[src/rtl/hdrv_pkg.sv]
package hdrv_pkg;
    // latched per-field controls plus per-line flags
    typedef struct packed {
        logic wide;
        logic right;
        logic par;
        logic pol;
    } field_state_t;

    localparam int unsigned HALF_BIT_OFS = 3; // 1.5 bit periods in ticks
    localparam int unsigned HST_TICKS    = 4; // one shift-clock period
endpackage

[src/rtl/hdrv_field_ctl.sv]
module hdrv_field_ctl
    import hdrv_pkg::*;
(
    input  logic clk,
    input  logic rst,
    input  logic line_sync,
    input  logic field_start,
    input  logic wide_sel,
    input  logic scan_right,
    output logic wide_q,
    output logic right_q,
    output logic odd_line,
    output logic pol_q
);
    field_state_t st_d, st_q;
    logic         par_eff;

    always_comb begin
        st_d    = st_q;
        par_eff = field_start ? 1'b0 : st_q.par;
        if (field_start) begin
            st_d.wide  = wide_sel;
            st_d.right = scan_right;
            st_d.par   = 1'b0;
        end
        if (line_sync) begin
            st_d.par = ~par_eff;
            st_d.pol = ~st_q.pol;
        end
    end

    always_ff @(posedge clk) begin
        if (rst) begin
            st_q <= '{wide: 1'b1, right: 1'b1, par: 1'b0, pol: 1'b0};
        end else begin
            st_q <= st_d;
        end
    end

    assign wide_q   = st_q.wide;
    assign right_q  = st_q.right;
    assign odd_line = par_eff;
    assign pol_q    = st_q.pol;
endmodule

[src/rtl/hdrv_line_cnt.sv]
module hdrv_line_cnt
    import hdrv_pkg::*;
#(
    parameter int unsigned LEAD  = 8,
    parameter int unsigned W     = 12,
    parameter int unsigned SAT   = 716
) (
    input  logic                clk,
    input  logic                rst,
    input  logic                line_sync,
    input  logic                odd_line,
    output logic signed [W-1:0] pos,
    output logic                hck_ph
);
    localparam logic signed [W-1:0] SAT_S      = W'(SAT);
    localparam logic signed [W-1:0] START_EVEN = W'(-$signed(LEAD));
    localparam logic signed [W-1:0] START_ODD  = W'(-$signed(LEAD + HALF_BIT_OFS));

    typedef struct packed {
        logic signed [W-1:0] pos;
        logic [1:0]          ph;
    } line_state_t;

    line_state_t st_d, st_q;

    always_comb begin
        st_d    = st_q;
        st_d.ph = st_q.ph + 2'd1;
        if (line_sync) begin
            if (odd_line) begin
                st_d.pos = START_ODD;
                st_d.ph  = START_ODD[1:0];
            end else begin
                st_d.pos = START_EVEN;
                st_d.ph  = START_EVEN[1:0];
            end
        end else if (st_q.pos < SAT_S) begin
            st_d.pos = st_q.pos + W'(1);
        end
    end

    always_ff @(posedge clk) begin
        if (rst) begin
            st_q <= '{pos: SAT_S, ph: 2'd0};
        end else begin
            st_q <= st_d;
        end
    end

    assign pos    = st_q.pos;
    assign hck_ph = st_q.ph[1];
endmodule

[src/rtl/hdrv_decode.sv]
module hdrv_decode
    import hdrv_pkg::*;
#(
    parameter int unsigned N_WIDE   = 357,
    parameter int unsigned N_NARROW = 269,
    parameter int unsigned W        = 12
) (
    input  logic signed [W-1:0] pos,
    input  logic                hck_ph,
    input  logic                wide,
    output logic                hst,
    output logic                hck1,
    output logic                hck2,
    output logic                blank
);
    localparam logic signed [W-1:0] ZERO     = '0;
    localparam logic signed [W-1:0] HST_LAST = W'(HST_TICKS - 1);
    localparam logic signed [W-1:0] END_WIDE = W'(2 * N_WIDE + 1);
    localparam logic signed [W-1:0] END_NARR = W'(2 * N_NARROW + 1);

    logic signed [W-1:0] win_end;

    always_comb begin
        win_end = wide ? END_WIDE : END_NARR;
        hst     = (pos >= ZERO) && (pos <= HST_LAST);
        blank   = !((pos >= ZERO) && (pos <= win_end));
        hck1    = hck_ph;
        hck2    = ~hck_ph;
    end
endmodule

[src/rtl/delta_htiming_gen.sv]
module delta_htiming_gen #(
    parameter int unsigned LEAD     = 8,
    parameter int unsigned N_WIDE   = 357,
    parameter int unsigned N_NARROW = 269
) (
    input  logic clk,
    input  logic rst,
    input  logic line_sync,
    input  logic field_start,
    input  logic wide_sel,
    input  logic scan_right,
    output logic hst,
    output logic hck1,
    output logic hck2,
    output logic blank,
    output logic vid_pol,
    output logic dir_right,
    output logic swap_23
);
    localparam int unsigned N_MAX = (N_WIDE > N_NARROW) ? N_WIDE : N_NARROW;
    localparam int unsigned SAT   = 2 * N_MAX + 2;
    localparam int unsigned W     = $clog2(SAT + LEAD + 8) + 1;

    logic                wide_q, right_q, odd_line;
    logic signed [W-1:0] pos;
    logic                hck_ph;

    hdrv_field_ctl u_field (
        .clk        (clk),
        .rst        (rst),
        .line_sync  (line_sync),
        .field_start(field_start),
        .wide_sel   (wide_sel),
        .scan_right (scan_right),
        .wide_q     (wide_q),
        .right_q    (right_q),
        .odd_line   (odd_line),
        .pol_q      (vid_pol)
    );

    hdrv_line_cnt #(.LEAD(LEAD), .W(W), .SAT(SAT)) u_cnt (
        .clk      (clk),
        .rst      (rst),
        .line_sync(line_sync),
        .odd_line (odd_line),
        .pos      (pos),
        .hck_ph   (hck_ph)
    );

    hdrv_decode #(.N_WIDE(N_WIDE), .N_NARROW(N_NARROW), .W(W)) u_dec (
        .pos   (pos),
        .hck_ph(hck_ph),
        .wide  (wide_q),
        .hst   (hst),
        .hck1  (hck1),
        .hck2  (hck2),
        .blank (blank)
    );

    assign dir_right = right_q;
    assign swap_23   = ~right_q;
endmodule

[config.mk]
export PLATFORM = sky130hd
export DESIGN_NAME = delta_htiming_gen
export DESIGN_NICKNAME = d
export VERILOG_FILES = /design/src/rtl/hdrv_pkg.sv /design/src/rtl/hdrv_field_ctl.sv /design/src/rtl/hdrv_line_cnt.sv /design/src/rtl/hdrv_decode.sv /design/src/rtl/delta_htiming_gen.sv
export SDC_FILE = /design/constraint.sdc
export NUM_CORES = 1
export LEC_CHECK = 0
export ABC_AREA = 1
export BUFFER_PORTS_ARGS = -buffer_cell sky130_fd_sc_hd__buf_2
export CAP_MARGIN = 15
export CELL_PAD_IN_SITES_DETAIL_PLACEMENT = 0
export CELL_PAD_IN_SITES_GLOBAL_PLACEMENT = 2
export CORE_MARGIN = 4
export CORE_UTILIZATION = 30
export DETAILED_ROUTE_END_ITERATION = 10
export GPL_TIMING_DRIVEN = 0
export PLACE_DENSITY = 0.81
export REMOVE_ABC_BUFFERS = 1
export SLEW_MARGIN = 10
export SYNTH_ARGS = -nofsm -noshare
export SYNTH_HDL_FRONTEND = slang
export SYNTH_SLANG_ARGS = --single-unit
[constraint.sdc]
create_clock -name clk -period 3.2 [get_ports clk]
set_input_delay 0.32 -clock clk [delete_from_list [all_inputs] [get_ports clk]]
set_output_delay 0.32 -clock clk [all_outputs]
set_load 0.02 [all_outputs]
==> reports/metrics.cfg, run 1 <==
[synth]
yosysWarnings = 0
yosysSeqAreaShare_pct = 31.0
synth_cells = 169
post-synth-top-area-cell = dfxtp_1
ys.flop_type = dfxtp_1
yosys.cell_count.top_type = nand2_1
synthesis.area_mm2 = 0.00110
ys_ff_latch = 17
synth_edf_count = 0
synth_top_area_share_pct = 31.0
yosys.cell_types.count = 23
avgSynthCellArea_um2 = 6.50
synth-async-reset-ratio_pct = 0
yosys-top-cells-area = dfxtp_1, nand2_1, nand3_1
synthTopCellsByCount = nand2_1, inv_1, nand3_1

[route]
first_iter_violations = 43
antenna_left = 0
drc = 0
drtPass1Iterations = 4
vias = 1045
totalWireLength_um = 2640
post_drt_via_cell_ratio = 4.62
wl_per_cell_um = 11.7

[cells_and_area]
multi_input_area_um2 = 623
num-nets-final = 192
layoutNonFillerInstCount = 226
final-seq-area_um2 = 340
drive_above_1_share_pct = 14.4
fillers = 383
antennaDiodeCount = 0
syn2layout_area_growth_pct = 12.4

[place]
dp_hpwl_um = 2020
dp_slack_ns = 1.41
gp_congestion = 0.767
place_inst = 222
port_buffers = 12

[cts]
ctsResizeCount = 0
htree_num_levels = 1
cts_tree = yes
root_buffer = clkbuf_8
path_clk_slew_ns = 0.08
clock_path_buffers = 2
postCtsHoldBufs = 0
insertion_delay_ns = 0.26
numCtsBuffers = 3
cts_sinks = 17
post_cts_buffers = 0

[sta]
setup_viol = 0
rsz0062_at_grt = false
max-slew-margin-rel_pct = 68.9
hold_viol = 0
timing.fmax_mhz = 488
final.min_clock_period_ns = 2.05
hold_ws_ns = 0.279
worst_slew_pin_slew_ns = 0.466
fin_setup_tns_ns = 0
setup_slack_ns = 1.15
fin_crit_sh_pct = 64.0
finalClockSkew_ns = 0.000961
maxSlewViolCount = 0

[worst_hold_path]
hold_path_end = u_field.right_q$_SDFFE_PP1P_
hp-class = input port to flip-flop
min_from = scan_right
holdPathStages = 3

[grt]
overflow = 0
first_global_vias = 968
grt_usage_pct = 12.8
grt_max_degree = 14
antenna_found_initial = 0
grt_pass1_wl_um = 4510

[setup_path]
path_class = flip-flop to primary output
r2r-end = u_cnt.pos[10]$_SDFFE_PP0P_
setup.worst_path.end_class = primary output
r2r_setup_slack_ns = 1.79
cp.arrival_ns = 1.73
r2r_cells = 8
crit_fanout = 9
required_ns = 2.88
start_kind = flip-flop
r2r_start = u_cnt.pos[1]$_SDFFE_PP0P_

[pwr]
ir_drop_v = 0.000198
p_leak_nw = 0.635
p_total_mw = 0.595
power_density_mw_per_mm2 = 482

[flow_run]
maxCapViolCount = 0

[floorplan]
num_rows = 21
die_x_um = 68.5
die_y_um = 68.5
dieArea_mm2 = 0.00469
io_pins = 13
initial_core_util_pct = 31.9
coreArea_mm2 = 0.00344

[status]
status = finished clean

## how the worst max path moves through the flow
stage                                startpoint  endpoint
floorplan           u_field.wide_q$_SDFFE_PP1P_     blank
global placement      u_cnt.pos[4]$_SDFFE_PP0P_     blank
detailed placement    u_cnt.pos[4]$_SDFFE_PP0P_     blank
CTS                   u_cnt.pos[4]$_SDFFE_PP0P_     blank
global route          u_cnt.pos[4]$_SDFFE_PP0P_     blank
finish                u_cnt.pos[4]$_SDFFE_PP0P_     blank
## layout make-up
| type | count | share of cell area [%] |
|---|---|---|
| Multi-Input combinational cell | 119 | 50.5 |
| Sequential cell | 17 | 27.6 |
| Inverter | 28 | 8.51 |
| Timing Repair Buffer | 12 | 4.86 |
| Tap cell | 46 | 4.66 |
| Clock buffer | 3 | 3.34 |
| Clock inverter | 1 | 0.608 |
## kinds of logic (layout without fill, tap and decap cells)
kind of cell               after synthesis  after routing  synth area share (%)
and+or+nand+nor                         95             95                  41.1
buffers and inverters                   33             44                  12.3
AOI/OAI and AO/OA                       17             17                  8.31
DFF                                     17             17                  31.0
adders and majority gates                5              5                  5.69
xor gates and xnor gates                 2              2                  1.59
## where the power goes
| group | total (mW) | leakage, nW | internal (mW) | switching (mW) |
|---|---|---|---|---|
| Combinational | 0.162 | 0.473 | 0.0555 | 0.107 |
| Clock | 0.176 | 0.0217 | 0.0879 | 0.0882 |
| Sequential | 0.257 | 0.141 | 0.231 | 0.0263 |
## sequential cells by signal, indices dropped and copies added (netlist names)
name             flops
u_cnt.hck_ph         1
u_cnt.pos           11
u_cnt.st_q           1
u_field.pol_q        1
u_field.right_q      1
u_field.st_q         1
u_field.wide_q       1
## per-stage QoR
step / instance area [um2] / utilization (%)
2_1_floorplan: 1070 / -
3_3_place_gp: 1190 / 34.5
3_5_place_dp: 1190 / 34.5
4_1_cts: 1230 / 35.9
5_1_grt: 1230 / 35.9
6_report: 1230 / 35.9
## cells in the final DEF, fill, tap and decap left out, drive strengths merged
cell type  instances
nand2             46
a21oi              9
nand4              7
nor3               1
inv               28
buf               12
nand3b             1
xnor2              2
clkbuf             3
clkinvlp           1
nor2              18
ha                 5
o211ai             1
dfxtp             17
o21ai              7
nand3             22
## layer usage
| layer | up-vias | wire length, um | track usage (%) |
|---|---|---|---|
| met2 | 16 | 1210 | 20.4 |
| met3 | 4 | 115 | 3.73 |
| li1 | 559 | - | - |
| met4 | 0 | 13 | 2.23 |
| met1 | 466 | 1300 | 17.3 |
| met5 | - | 0 | 0 |
## worst max-delay path, cell delays in order, from the launching register on
cell and delay [ns]:
dfxtp_1 0.57, ha_1 0.20, nand2_1 0.05, nor2_1 0.12
o21ai_0 0.11, o211ai_1 0.09, nand3_1 0.10, nand2_1 0.07
buf_2 0.15
No activity file was read; power rests on OpenSTA's default activity.
==> run 2, diff against run 1 <==
- clock period: 3.2 -> 2 ns (I/O delays scaled with it)
==> reports/metrics.cfg, run 2 (same netlist as run 1, synthesis figures left out) <==
[cells_and_area]
syn2layout_area_growth_pct = 13.0
num-nets-final = 192
mostFrequentLayoutCells = nand2_1, inv_1, nand3_1, dfxtp_1, nor2_1
final_common_cell = nand2_1
fillers = 382
top_register = u_cnt.pos
fin_util_pct = 36.1
antennaDiodeCount = 0
largest_reg_flops = 11
final_cell_area_mm2 = 0.00124
drive_above_1_share_pct = 15.6

[route]
first_iter_violations = 54
drtPass1Iterations = 4
post_drt_via_cell_ratio = 4.61
totalWireLength_um = 2650
vias = 1042
antenna_left = 0
drc = 0
wl_per_cell_um = 11.7

[grt]
overflow = 0
antenna_found_initial = 0
grt_pass1_wl_um = 4510
met2_usage_pct = 20.4
first_global_vias = 968
grt_usage_pct = 12.8
grt_max_degree = 14
use_met3_pct = 3.73
globalRoute.busiestLayer = met2
grtUsageMet1_pct = 17.3

[pwr]
ir_drop_v = 0.000317
combinationalPowerShare_pct = 27.8
seqPwrFrac_pct = 43.0
p_total_mw = 0.958
p_leak_nw = 0.637
clock_power_share_pct = 29.3
p_int_mw = 0.602
switchingPower_mw = 0.356
switching_share_pct = 37.1
power_density_mw_per_mm2 = 772

[place]
place_area_mm2 = 0.00119
gp_congestion = 0.767
dp_slack_ns = 0.331
port_buffers = 12
dp_hpwl_um = 2020

[status]
status = finished clean

[sta]
maxSlewViolCount = 0
hold_ws_ns = 0.159
max-slew-margin-rel_pct = 68.4
timing.fmax_mhz = 533
fin_crit_sh_pct = 93.8
final.min_clock_period_ns = 1.88
setup_viol = 0
hold_viol = 0
setup_slack_ns = 0.123
finalClockSkew_ns = 0.00109
worst_slew_pin_slew_ns = 0.473

[cts]
cts_sinks = 17
post_cts_buffers = 0
path_clk_slew_ns = 0.08
root_buffer = clkbuf_8
numCtsBuffers = 3
clock_path_buffers = 2
htree_num_levels = 1
insertion_delay_ns = 0.26
cts_tree = yes

[setup_path]
crit_path_cell_trace = inv_1 > ha_1 > nand2_1 > nor2_2 > o21ai_0 > o211ai_1 > nand3_1 > nand2_1 > buf_4
path_class = flip-flop to primary output
required_ns = 1.80
start_kind = flip-flop
cp_common_cell = nand2_1
cp_num_buf_inv = 2
crit_fanout = 3
critPathTopFamily = simple AND/OR/NAND/NOR gates
cp.arrival_ns = 1.68
critPathMaxStageDelay_ns = 0.33
setup.worst_path.end_class = primary output
slowest_stage = dfxtp_1

[floorplan]
initial_core_util_pct = 31.9
die_y_um = 68.5
dieArea_mm2 = 0.00469
coreArea_mm2 = 0.00344
num_rows = 21
io_pins = 13
die_x_um = 68.5

[flow_run]
maxCapViolCount = 0

[worst_hold_path]
hp-class = input port to flip-flop

==> run 2: cell counts in the layout (fill, tap and decap cells not counted) <==
No cell type changed its count.
==> run 2: worst register-to-register path: stages, from the launching register on <==
cell and delay [ns]:
dfxtp_1 0.38, ha_1 0.26, inv_1 0.11, nor2_4 0.17
nand2_1 0.10, nor2_2 0.10, nor2_1 0.05, nor2_1 0.11
nor2_1 0.04
==> run 2: final cells by class <==
cell class | count | area [um2] | share of cell area, %
multi-input combinational | 119 | 626 | 50.4
clock buffer | 3 | 41.3 | 3.33
timing repair buffer | 12 | 62.6 | 5.04
tap | 46 | 57.6 | 4.64
sequential | 17 | 342 | 27.5
inverter | 28 | 105 | 8.47
clock inverter | 1 | 7.51 | 0.605
==> run 2: layer usage <==
metal / vias up / wire length (um) / share of wire [%]
met2: 11 / 1200 / 45
met4: 0 / 13 / 0.49
met1: 469 / 1340 / 51
li1: 558 / - / -
met5: - / 0 / 0
met3: 4 / 99 / 3.7
==> run 2: final timing paths <==
kind                                start                           end  slack [ns]  depth (start not counted)
max           u_field.wide_q$_SDFFE_PP1P_                         blank        0.12                          9
max reg2reg     u_cnt.pos[1]$_SDFFE_PP0P_    u_cnt.pos[10]$_SDFFE_PP0P_        0.58                          8
min                            scan_right  u_field.right_q$_SDFFE_PP1P_        0.16                          3
min reg2reg  u_field.right_q$_SDFFE_PP1P_  u_field.right_q$_SDFFE_PP1P_        0.48                          2
==> run 2: metrics by stage <==
stage | setup TNS, ns | std cells
floorplan | 0 | 164
global placement | 0 | 222
detailed placement | 0 | 222
CTS | 0 | 226
global route | -0.0131 | 226
finish | 0 | 226
==> run 2: timing repair <==
action	CTS	global route
gates resized for setup	0	3
hold buffers	0	0
endpoints found under the setup margin	0	1
endpoints found under the hold margin	0	0
==> run 2: power by group through the flow <==
stage / Sequential (mW) / Combinational [mW] / Clock (mW)
final: 0.412 / 0.266 / 0.281
after detailed placement: 0.418 / 0.262 / 0
after CTS: 0.411 / 0.263 / 0.288
after floorplan: 0.412 / 0.193 / 0
after global placement: 0.418 / 0.260 / 0
after global routing: 0.416 / 0.305 / 0.304
==> run 3, diff against run 2 <==
- CORE_UTILIZATION: 30 -> 31
- PLACE_DENSITY: 0.81 -> 0.83
==> reports/metrics.cfg, run 3 (same netlist as run 1, synthesis figures left out) <==
[route]
drtPass1Iterations = 4
first_iter_violations = 38
antenna_left = 0
wl_per_cell_um = 11.6
drc = 0
vias = 1046
post_drt_via_cell_ratio = 4.61
totalWireLength_um = 2640

[cts]
cts_sinks = 17
cts_tree = yes
path_clk_slew_ns = 0.12
insertion_delay_ns = 0.30
root_buffer = clkbuf_4
postCtsHoldBufs = 0
numCtsBuffers = 3
clock_path_buffers = 2
htree_num_levels = 1

[sta]
setup_viol = 0
final.min_clock_period_ns = 1.88
setup_slack_ns = 0.121
hold_viol = 0
timing.fmax_mhz = 532
fin_crit_sh_pct = 94.0
max-slew-margin-rel_pct = 70.4
maxSlewViolCount = 0
worst_slew_pin_slew_ns = 0.443
finalClockSkew_ns = 0.000922

[cells_and_area]
num-nets-final = 193
drive_above_1_share_pct = 17.1
final_common_cell = nand2_1
final_cell_area_mm2 = 0.00124
syn2layout_area_growth_pct = 13.2
top_register = u_cnt.pos
multi_input_area_um2 = 636
mostFrequentLayoutCells = nand2_1, inv_1, nand3_1, nor2_1, dfxtp_1
layoutNonFillerInstCount = 227
final-seq-area_um2 = 345
fillers = 369
antennaDiodeCount = 0
fin_util_pct = 36.7
largest_reg_flops = 11

[place]
dp_hpwl_um = 2030
place_area_mm2 = 0.00119
place_inst = 222
port_buffers = 12
dp_slack_ns = 0.349
gp_congestion = 0.795

[pwr]
switchingPower_mw = 0.346
p_leak_nw = 0.633
ir_drop_v = 0.000451
switching_share_pct = 38.7
p_int_mw = 0.547
seqPwrFrac_pct = 46.3
clock_power_share_pct = 23.1
combinationalPowerShare_pct = 30.6
power_density_mw_per_mm2 = 718

[floorplan]
initial_core_util_pct = 32.4
num_rows = 21
dieArea_mm2 = 0.00456
io_pins = 13
coreArea_mm2 = 0.00339
die_x_um = 67.5
die_y_um = 67.5

[setup_path]
cp.arrival_ns = 1.68
path_class = flip-flop to primary output
required_ns = 1.80
crit_path_cell_trace = ha_4 > nand2_1 > nor2_1 > o21ai_1 > o211ai_1 > nand3_1 > nand2_1 > buf_4
slowest_stage = dfxtp_1
start_kind = flip-flop
setup.worst_path.end_class = primary output
critPathMaxStageDelay_ns = 0.41
cp_common_cell = nand2_1
crit_fanout = 5

[grt]
grt_pass1_wl_um = 4400
antenna_found_initial = 0
first_global_vias = 950
overflow = 0
grt_max_degree = 14
grt_usage_pct = 12.7

[worst_hold_path]
hp-class = input port to flip-flop

[flow_run]
maxCapViolCount = 0

[status]
status = finished clean

-- run 3: through the flow --
step | setup TNS (ns) | power, mW | hold slack (ns)
2_1_floorplan | 0 | 0.606 | 0.269
6_report | 0 | 0.893 | 0.101
4_1_cts | 0 | 0.887 | 0.0974
3_5_place_dp | 0 | 0.680 | 0.422
5_1_grt | -0.0244 | 0.955 | 0.102
3_3_place_gp | 0 | 0.677 | 0.418
-- run 3: critical path, delay by kind of cell, from the launching register on --
kind / cells / cell delay [ns]
AOI/OAI and AO/OA: 2 / 0.19
adders and majority gates: 1 / 0.30
buffers and inverters: 1 / 0.13
DFF: 1 / 0.41
and+or+nand+nor: 4 / 0.36
-- run 3: final cells by class --
class	count	area share [%]
clock inverters	1	0.604
inverters	28	8.45
multi-input cells	119	51.1
flip-flops and latches	17	27.8
clock buffers	3	1.81
well taps	46	4.63
repair buffers	13	5.63
-- run 3: power groups by stage --
stage / registers (mW) / clock network (mW) / logic, mW
after floorplan: 0.412 / 0 / 0.193
after global placement: 0.418 / 0 / 0.259
after detailed placement: 0.419 / 0 / 0.261
after CTS: 0.411 / 0.214 / 0.262
after global routing: 0.419 / 0.226 / 0.311
final: 0.414 / 0.206 / 0.273
-- run 3: layer usage --
layer  wire length, um  up-vias  GRT usage (%)
met3               108        2           3.49
met4                 8        0           2.28
met5                 0        -              0
li1                  -      564              -
met2              1170       17           19.7
met1              1350      463           17.7
-- run 3: timing repair --
action                                  CTS  global route
endpoints found under the setup margin    1             1
gates resized for setup                   1             6
buffers inserted                          0             1
pin swaps                                 0             3
-- run 3: path summary, 6_finish.rpt --
kind                                                    from                            to  slack, ns  cells after the start
worst max-delay path               u_cnt.pos[7]$_SDFFE_PP1P_                         blank       0.12                      8
worst min-delay path                              scan_right  u_field.right_q$_SDFFE_PP1P_       0.10                      3
worst max register to register     u_cnt.pos[1]$_SDFFE_PP0P_    u_cnt.pos[10]$_SDFFE_PP0P_       0.58                      8
worst min register to register  u_field.right_q$_SDFFE_PP1P_  u_field.right_q$_SDFFE_PP1P_       0.48                      2
